===== src/rtl/dlos_pkg.sv =====
package dlos_pkg;

  typedef enum logic {
    ST_SIGNAL = 1'b0,
    ST_LOST   = 1'b1
  } dlos_state_e;

  // bits allowed in one clear window
  function automatic int unsigned window_bit_limit(int unsigned pulses, int unsigned ratio);
    return pulses * ratio;
  endfunction

  // window succeeds when the required marks arrive before the bit limit
  function automatic logic window_met(int unsigned ones, int unsigned bits,
                                      int unsigned pulses, int unsigned limit);
    return (ones == pulses) && (bits < limit);
  endfunction

  // next length of a saturating zero run
  function automatic int unsigned run_next(int unsigned cur, logic mark, int unsigned sat);
    if (mark) return 0;
    if (cur >= sat) return sat;
    return cur + 1;
  endfunction

endpackage


===== src/rtl/dlos_zero_run.sv =====
module dlos_zero_run #(
  parameter int unsigned ZERO_RUN = 175,
  localparam int unsigned RUN_W = $clog2(ZERO_RUN + 1)
) (
  input  logic clk,
  input  logic rst_n,
  input  logic bit_vld,
  input  logic bit_in,
  output logic run_hit
);
  import dlos_pkg::*;

  logic [RUN_W-1:0] run_len;

  // fires once per run, on the zero that completes the threshold
  assign run_hit = bit_vld && !bit_in && (run_len == RUN_W'(ZERO_RUN - 1));

  always_ff @(posedge clk or negedge rst_n) begin
    if (!rst_n) begin
      run_len <= '0;
    end else if (bit_vld) begin
      run_len <= RUN_W'(run_next(int'(run_len), bit_in, ZERO_RUN));
    end
  end

endmodule


===== src/rtl/dlos_density_window.sv =====
module dlos_density_window #(
  parameter int unsigned CLR_PULSES = 175,
  parameter int unsigned RATIO      = 3,
  localparam int unsigned BIT_LIM = CLR_PULSES * RATIO,
  localparam int unsigned ONES_W  = $clog2(CLR_PULSES + 1),
  localparam int unsigned BITS_W  = $clog2(BIT_LIM + 1)
) (
  input  logic              clk,
  input  logic              rst_n,
  input  logic              active,
  input  logic              restart,
  input  logic              bit_vld,
  input  logic              bit_in,
  output logic              win_pass,
  output logic              win_full,
  output logic [ONES_W-1:0] win_ones,
  output logic [BITS_W-1:0] win_bits
);
  import dlos_pkg::*;

  int unsigned ones_nx;
  int unsigned bits_nx;
  logic        take;

  assign take    = active && bit_vld && !restart;
  assign ones_nx = int'(win_ones) + (bit_in ? 1 : 0);
  assign bits_nx = int'(win_bits) + 1;

  assign win_pass = take && bit_in &&
                    window_met(ones_nx, bits_nx, CLR_PULSES,
                               window_bit_limit(CLR_PULSES, RATIO));
  assign win_full = take && !win_pass && (bits_nx == BIT_LIM);

  always_ff @(posedge clk or negedge rst_n) begin
    if (!rst_n) begin
      win_ones <= '0;
      win_bits <= '0;
    end else if (!active || restart || win_pass || win_full) begin
      win_ones <= '0;
      win_bits <= '0;
    end else if (bit_vld) begin
      win_ones <= ONES_W'(ones_nx);
      win_bits <= BITS_W'(bits_nx);
    end
  end

endmodule


===== src/rtl/dlos_flag.sv =====
module dlos_flag (
  input  logic clk,
  input  logic rst_n,
  input  logic run_hit,
  input  logic win_pass,
  output logic lost
);
  import dlos_pkg::*;

  dlos_state_e state, state_nx;

  always_comb begin
    state_nx = state;
    unique case (state)
      ST_SIGNAL: if (run_hit)  state_nx = ST_LOST;
      ST_LOST:   if (win_pass) state_nx = ST_SIGNAL;
      default:   state_nx = ST_SIGNAL;
    endcase
  end

  always_ff @(posedge clk or negedge rst_n) begin
    if (!rst_n) state <= ST_SIGNAL;
    else        state <= state_nx;
  end

  assign lost = (state == ST_LOST);

endmodule


===== src/rtl/dlos_monitor.sv =====
module dlos_monitor #(
  parameter int unsigned ZERO_RUN   = 175,
  parameter int unsigned CLR_PULSES = 175,
  parameter int unsigned RATIO      = 3
) (
  input  logic clk,
  input  logic rst_n,
  input  logic bit_vld,
  input  logic bit_in,
  input  logic alos_in,
  output logic dlos,
  output logic alarm
);
  localparam int unsigned BIT_LIM = CLR_PULSES * RATIO;
  localparam int unsigned ONES_W  = $clog2(CLR_PULSES + 1);
  localparam int unsigned BITS_W  = $clog2(BIT_LIM + 1);

  generate
    if (ZERO_RUN < 100 || ZERO_RUN > 250 || CLR_PULSES < 100 || CLR_PULSES > 250) begin : g_bad_cfg
      $error("dlos_monitor: thresholds must lie in 100..250");
    end
  endgenerate

  logic              run_hit;
  logic              win_pass;
  logic              win_full;
  logic [ONES_W-1:0] win_ones;
  logic [BITS_W-1:0] win_bits;

  dlos_zero_run #(.ZERO_RUN(ZERO_RUN)) u_run (
    .clk     (clk),
    .rst_n   (rst_n),
    .bit_vld (bit_vld),
    .bit_in  (bit_in),
    .run_hit (run_hit)
  );

  dlos_density_window #(.CLR_PULSES(CLR_PULSES), .RATIO(RATIO)) u_win (
    .clk      (clk),
    .rst_n    (rst_n),
    .active   (dlos),
    .restart  (run_hit),
    .bit_vld  (bit_vld),
    .bit_in   (bit_in),
    .win_pass (win_pass),
    .win_full (win_full),
    .win_ones (win_ones),
    .win_bits (win_bits)
  );

  dlos_flag u_flag (
    .clk      (clk),
    .rst_n    (rst_n),
    .run_hit  (run_hit),
    .win_pass (win_pass),
    .lost     (dlos)
  );

  assign alarm = dlos | alos_in;

endmodule


===== config.mk =====
export PLATFORM = sky130hd
export DESIGN_NAME = dlos_monitor
export DESIGN_NICKNAME = d
export VERILOG_FILES = /design/src/rtl/dlos_pkg.sv /design/src/rtl/dlos_zero_run.sv /design/src/rtl/dlos_density_window.sv /design/src/rtl/dlos_flag.sv /design/src/rtl/dlos_monitor.sv
export SDC_FILE = /design/constraint.sdc
export NUM_CORES = 1
export LEC_CHECK = 0
export BUFFER_PORTS_ARGS = -buffer_cell sky130_fd_sc_hd__buf_2
export CORE_ASPECT_RATIO = 0.8
export CORE_MARGIN = 10
export CORE_UTILIZATION = 58
export CTS_BUF_LIST = sky130_fd_sc_hd__clkbuf_4
export DETAILED_ROUTE_END_ITERATION = 16
export HOLD_SLACK_MARGIN = 0.1
export PLACE_DENSITY = 0.9
export REMOVE_ABC_BUFFERS = 1
export SLEW_MARGIN = 20
export SYNTH_ARGS = -nofsm -noshare
export SYNTH_HDL_FRONTEND = slang
export SYNTH_HIERARCHICAL = 1
export SYNTH_SLANG_ARGS = --single-unit

===== constraint.sdc =====
create_clock -name clk -period 2.2 [get_ports clk]
set_clock_uncertainty 0.05 [all_clocks]
set_input_delay 0.22 -clock clk [delete_from_list [all_inputs] [get_ports clk]]
set_output_delay 0.22 -clock clk [all_outputs]
set_load 0.01 [all_outputs]

Word-level counts from Yosys, hierarchy flattened

Index checks and enable logic that the tools add are counted.

Equal/unequal tests: 3
$lt $le $gt $ge: 2
Reductions and logical operators: 17
$add $sub $neg: 3
Bitwise gates (word level): 2
Muxes and demuxes: 16

Operator list:

| kind                                                                           | count |
|---|---|
| 8-bit 2-to-1 mux                                                               | 5 |
| 9-bit by 32-bit adder with 32-bit output                                       | 1 |
| 32-bit by 10-bit == test with 1-bit output, second input constant              | 1 |
| 32-bit by 8-bit == test with 1-bit output, second input constant               | 1 |
| 32-bit by 10-bit less-than comparator with 1-bit output, second input constant | 1 |
| 10-bit 2-to-1 mux                                                              | 2 |
| 10-bit by 1-bit adder with 11-bit output, second input constant                | 1 |
| 1-bit logical AND                                                              | 9 |
| 8-bit by 1-bit adder with 8-bit output, second input constant                  | 1 |
| 8-bit == test, second input constant                                           | 1 |
| 8-bit greater-or-equal comparator, second input constant                       | 1 |
| 1-bit 2-to-1 mux                                                               | 8 |
| 1-bit logical NOT                                                              | 4 |
| 1-bit logical OR                                                               | 3 |
| 1-bit case mux with 2 select lines                                             | 1 |
| 2-bit nonzero test                                                             | 1 |
| 1-bit inverter                                                                 | 1 |
| 1-bit bitwise OR                                                               | 1 |

Register bits: 27
Bits of input ports: 5
Output and inout bits: 2
Word-level logic and storage cells: 47

Longest topological paths before layout

Depth in word-level cells: 12
Mapped depth: 10

Cells and area by module

The synthesis kept the hierarchy.

Modules (own cells, without submodules):

| module              | area an instance (um^2) | seq. area each (um^2) | times used | cells an instance |
|---|---|---|---|---|
| dlos_density_window | 1,402.6                 | 450.4                 | 1          | 136 |
| dlos_zero_run       | 543.0                   | 200.2                 | 1          | 57 |
| dlos_flag           | 38.8                    | 25.0                  | 1          | 3 |
| dlos_monitor        | 6.3                     | 0.0                   | 1          | 1 |

Worst setup path before layout

Ideal clock, no wire load.

Kind: flip-flop to flip-flop
From: register u_win.win_ones[0]
To: register u_flag.state (netlist: u_flag/lost)
Stages on the path, launching flop included: 10
Slack: -0.093 ns
Path buffers: 1
Setup time: 0.128 ns
Arrival: 2.115 ns
Required time: 2.022 ns
Path through: dfrtp_1 ha_1 ha_1 nand2b_1 a21oi_1 o2111ai_1 a2111oi_4 buf_6 and2_1 mux2i_1

Longest elaborated chain between the ends: 6

RTL lines:

| element                                   | RTL line                  | RTL |
|---|---|---|
| from (decl)                               | dlos_density_window.sv:16 | `output logic [ONES_W-1:0] win_ones,` |
| from (signal assigned)                    | dlos_density_window.sv:42 | `win_ones <= ONES_W'(ones_nx);` |
| 9-bit by 32-bit adder with 32-bit output  | dlos_density_window.sv:26 | `assign ones_nx = int'(win_ones) + (bit_in ? 1 : 0);` |
| 32-bit by 8-bit == test with 1-bit output | dlos_pkg.sv:16            | `return (ones == pulses) && (bits < limit);` |
| 1-bit logical AND                         | dlos_pkg.sv:16            |  |
| 1-bit logical AND                         | dlos_density_window.sv:29 | `assign win_pass = take && bit_in &&` |
| named net win_pass                        | dlos_monitor.sv:25        | `logic win_pass;` |
| 1-bit 2-to-1 mux                          | dlos_flag.sv:16           | `ST_LOST: if (win_pass) state_nx = ST_SIGNAL;` |
| 1-bit case mux with 2 select lines        | dlos_flag.sv:14           | `unique case (state)` |
| named net u_flag.state_nx                 | dlos_flag.sv:10           | `dlos_state_e state, state_nx;` |
| to (signal assigned)                      | dlos_flag.sv:23           | `else state <= state_nx;` |
| to (decl)                                 | dlos_flag.sv:10           |  |

The timed path passes the listed nets, and every way through them passes these cells.
A chain may end at the register's enable or synchronous reset.

Worst setup path after layout

Ends and elaborated chain as after synthesis.

==> flow_metrics.py <==
metrics = {
    "run_status": {
        "outcome": "finished with violations",
        "failed_checks": "setup timing",
    },
    "global_routing": {
        "grt_overflow": 0,
        "grt_pass1_wl_um": 7030,
        "grt_pass1_vias": 1477,
        "grt_max_degree": 37,
        "antenna_found_initial": 0,
        "grt_usage_pct": 13.5,
    },
    "critical_path": {
        "crit_buf_inv": 1,
        "crit_family": "compound AO/OA/AOI/OAI gates",
        "path_max_fanout": 4,
        "r2r_cells": 8,
        "cpMostUsedCell": "ha_4",
        "critPathKind": "register to register",
        "cp_data_required_time_ns": 2.37,
        "critPathArrivalTime_ns": 2.43,
        "critPathLaunchType": "register",
        "slowest_stage": "a2111oi_4",
        "r2r-end": "u_flag/lost$_DFF_PN0_",
        "worstSetupEndpointType": "register",
        "path_cells": "ha_4 -> ha_4 -> and4b_1 -> o2111ai_2 -> a2111oi_4 -> buf_4 -> and2_4 -> mux2i_1",
        "cp.depth": 8,
        "r2r_slack_ns": -0.06,
        "r2r_start": "u_win/win_ones[0]$_DFFE_PN0P_",
        "cp_slowest_stage_delay_ns": 0.45,
    },
    "hold_path": {
        "min-delay-start": "bit_in",
        "min-delay-path-class": "input pin to register",
        "min_to": "u_run/run_len[7]$_DFFE_PN0P_",
        "whs_path_depth": 3,
    },
    "routing": {
        "drt_iter0_markers": 93,
        "wl_per_cell_um": 17.9,
        "met1_length_um": 2030,
        "antenna_left": 0,
        "routed.top_layer": "met4",
        "via_per_inst": 6.43,
        "firstDrtPassIters": 4,
        "dr_total_vias": 1660,
        "drt_wl_total_um": 4630,
        "drcViolationCount": 0,
        "routed-wl-met2_um": 2330,
        "wl_met3_um": 233,
    },
    "sta": {
        "drv_slew": 0,
        "fin_crit_sh_pct": 103,
        "relSlewSlack_pct": 59.6,
        "finalWorstSetupSlack_ns": -0.0600,
        "rsz0062_at_grt": "yes",
        "setup_violations": 2,
        "max_clock_freq_mhz": 442,
        "fin_crit_ns": 2.26,
        "timing.final.hold_violations": 0,
        "hold_ws_ns": 0.230,
        "worstMarginPinSlew_ns": 0.605,
    },
    "cts": {
        "tritoncts": "done",
        "numClockSinks": 27,
        "cts_buffers": 3,
        "h-tree-depth": 1,
        "insertion_delay_ns": 0.33,
        "cts_buffer_depth": 2,
        "path_clk_slew_ns": 0.15,
        "cts_root_buf": "clkbuf_4",
    },
    "power": {
        "leakage_nw": 0.883,
        "p_per_area_nw_per_um2": 397,
        "vdd_drop_max_uv": 383,
    },
    "floorplanning": {
        "placementRows": 18,
        "initial_core_util_pct": 62.4,
        "core_um2": 3180,
        "die_y_um": 72.3,
        "die_w_um": 85.4,
        "die-area_um2": 6170,
        "ioPinCount": 7,
    },
    "final_layout": {
        "multi_input_area_um2": 1340,
        "nFillCells": 218,
        "nNetsFinal": 231,
        "antennaDiodeCount": 0,
        "drive_above_1_share_pct": 29.8,
        "areaGrowthSynthToFinish_pct": 18.6,
        "regArea_um2": 676,
    },
    "placed_design": {
        "post-place-ws_ns": -0.0216,
        "portBuffers": 6,
        "place.gp.congestion": 0.872,
        "dp_hpwl_um": 3020,
    },
    "yosys": {
        "synth_area_per_cell_um2": 10.1,
        "syn_area_um2": 1980,
        "synthCells": 196,
        "yosysWarnings": 6,
    },
    "job": {
        "maxCapViolations": 0,
    },
}
[worst max path at each step]
stage	start	to	slack, ns
2_1_floorplan	u_win/win_ones[0]$_DFFE_PN0P_	u_flag/lost$_DFF_PN0_	-0.24
6_report	u_win/win_ones[0]$_DFFE_PN0P_	u_flag/lost$_DFF_PN0_	-0.06
5_1_grt	u_win/win_bits[5]$_DFFE_PN0P_	u_win/win_bits[9]$_DFFE_PN0P_	-0.16
4_1_cts	u_win/win_bits[0]$_DFFE_PN0P_	u_win/win_bits[2]$_DFFE_PN0P_	-0.04
3_3_place_gp	u_win/win_ones[0]$_DFFE_PN0P_	u_win/win_bits[9]$_DFFE_PN0P_	-0.0004
3_5_place_dp	u_win/win_ones[0]$_DFFE_PN0P_	u_win/win_bits[9]$_DFFE_PN0P_	-0.02
[power by group]
group	total, mW	switching, mW	internal, mW	leakage [nW]
clock network	0.230	0.147	0.0833	0.0184
registers	0.546	0.0245	0.521	0.371
logic	0.158	0.0848	0.0727	0.493
total	0.934	0.256	0.677	0.883
[through the flow]
stage / power [mW] / instance area (um2) / setup TNS (ns) / std cells / util [%]
2_1_floorplan: 0.632 / 1890 / -3.37 / 183 / -
3_3_place_gp: 0.702 / 2150 / -0.000423 / 251 / 67.7
3_5_place_dp: 0.710 / 2150 / -0.0607 / 251 / 67.7
4_1_cts: 0.939 / 2200 / -0.185 / 256 / 69.4
5_1_grt: 0.990 / 2350 / -0.812 / 258 / 74.0
6_report: 0.934 / 2350 / -0.0840 / 258 / 74.0
[flip-flops by register name, indices dropped and copies added, names as in the netlist]
name / count
u_win/win_bits: 10
u_flag/lost: 1
u_run/run_len: 8
u_win/win_ones: 8
[placed cells by master (no fill, tap or decap), types with 5 or more instances in the layout]
master	count
buf_2	6
nand4_1	6
nand2_1	11
ha_1	5
nor2b_1	5
a211oi_1	6
inv_1	7
mux2i_1	5
xor2_1	13
nand3_1	9
buf_4	20
nand2b_1	5
dfrtp_1	27
[per-layer routing]
layer,GRT usage [%],vias to the layer above
met1,18.1,812
li1,-,797
met4,2.19,0
met3,3.13,4
met5,0,-
met2,21.8,47
[repair_timing]
action,in CTS,in global routing
gates cloned,0,1
buffers inserted,0,1
setup endpoints to repair,10,19
hold buffers,1,0
endpoints found under the hold margin,27,0
resized for setup,4,25
pin swaps,2,7
[area by class of cell]
type | instances | share of cell area (%)
multi-input cells | 150 | 56.8
flip-flops and latches | 27 | 28.8
repair buffers | 30 | 9.90
well taps | 40 | 2.13
clock buffers | 4 | 1.28
inverters | 7 | 1.12
[worst register-to-register path, cell delays in order, from the launching register on]
cell and delay, ns:
dfrtp_1 0.44, ha_4 0.19, ha_4 0.26, and4b_1 0.21, o2111ai_2 0.13, a2111oi_4 0.45, buf_4 0.21, and2_4 0.14
mux2i_1 0.06
(Power assumes the default switching activity.)
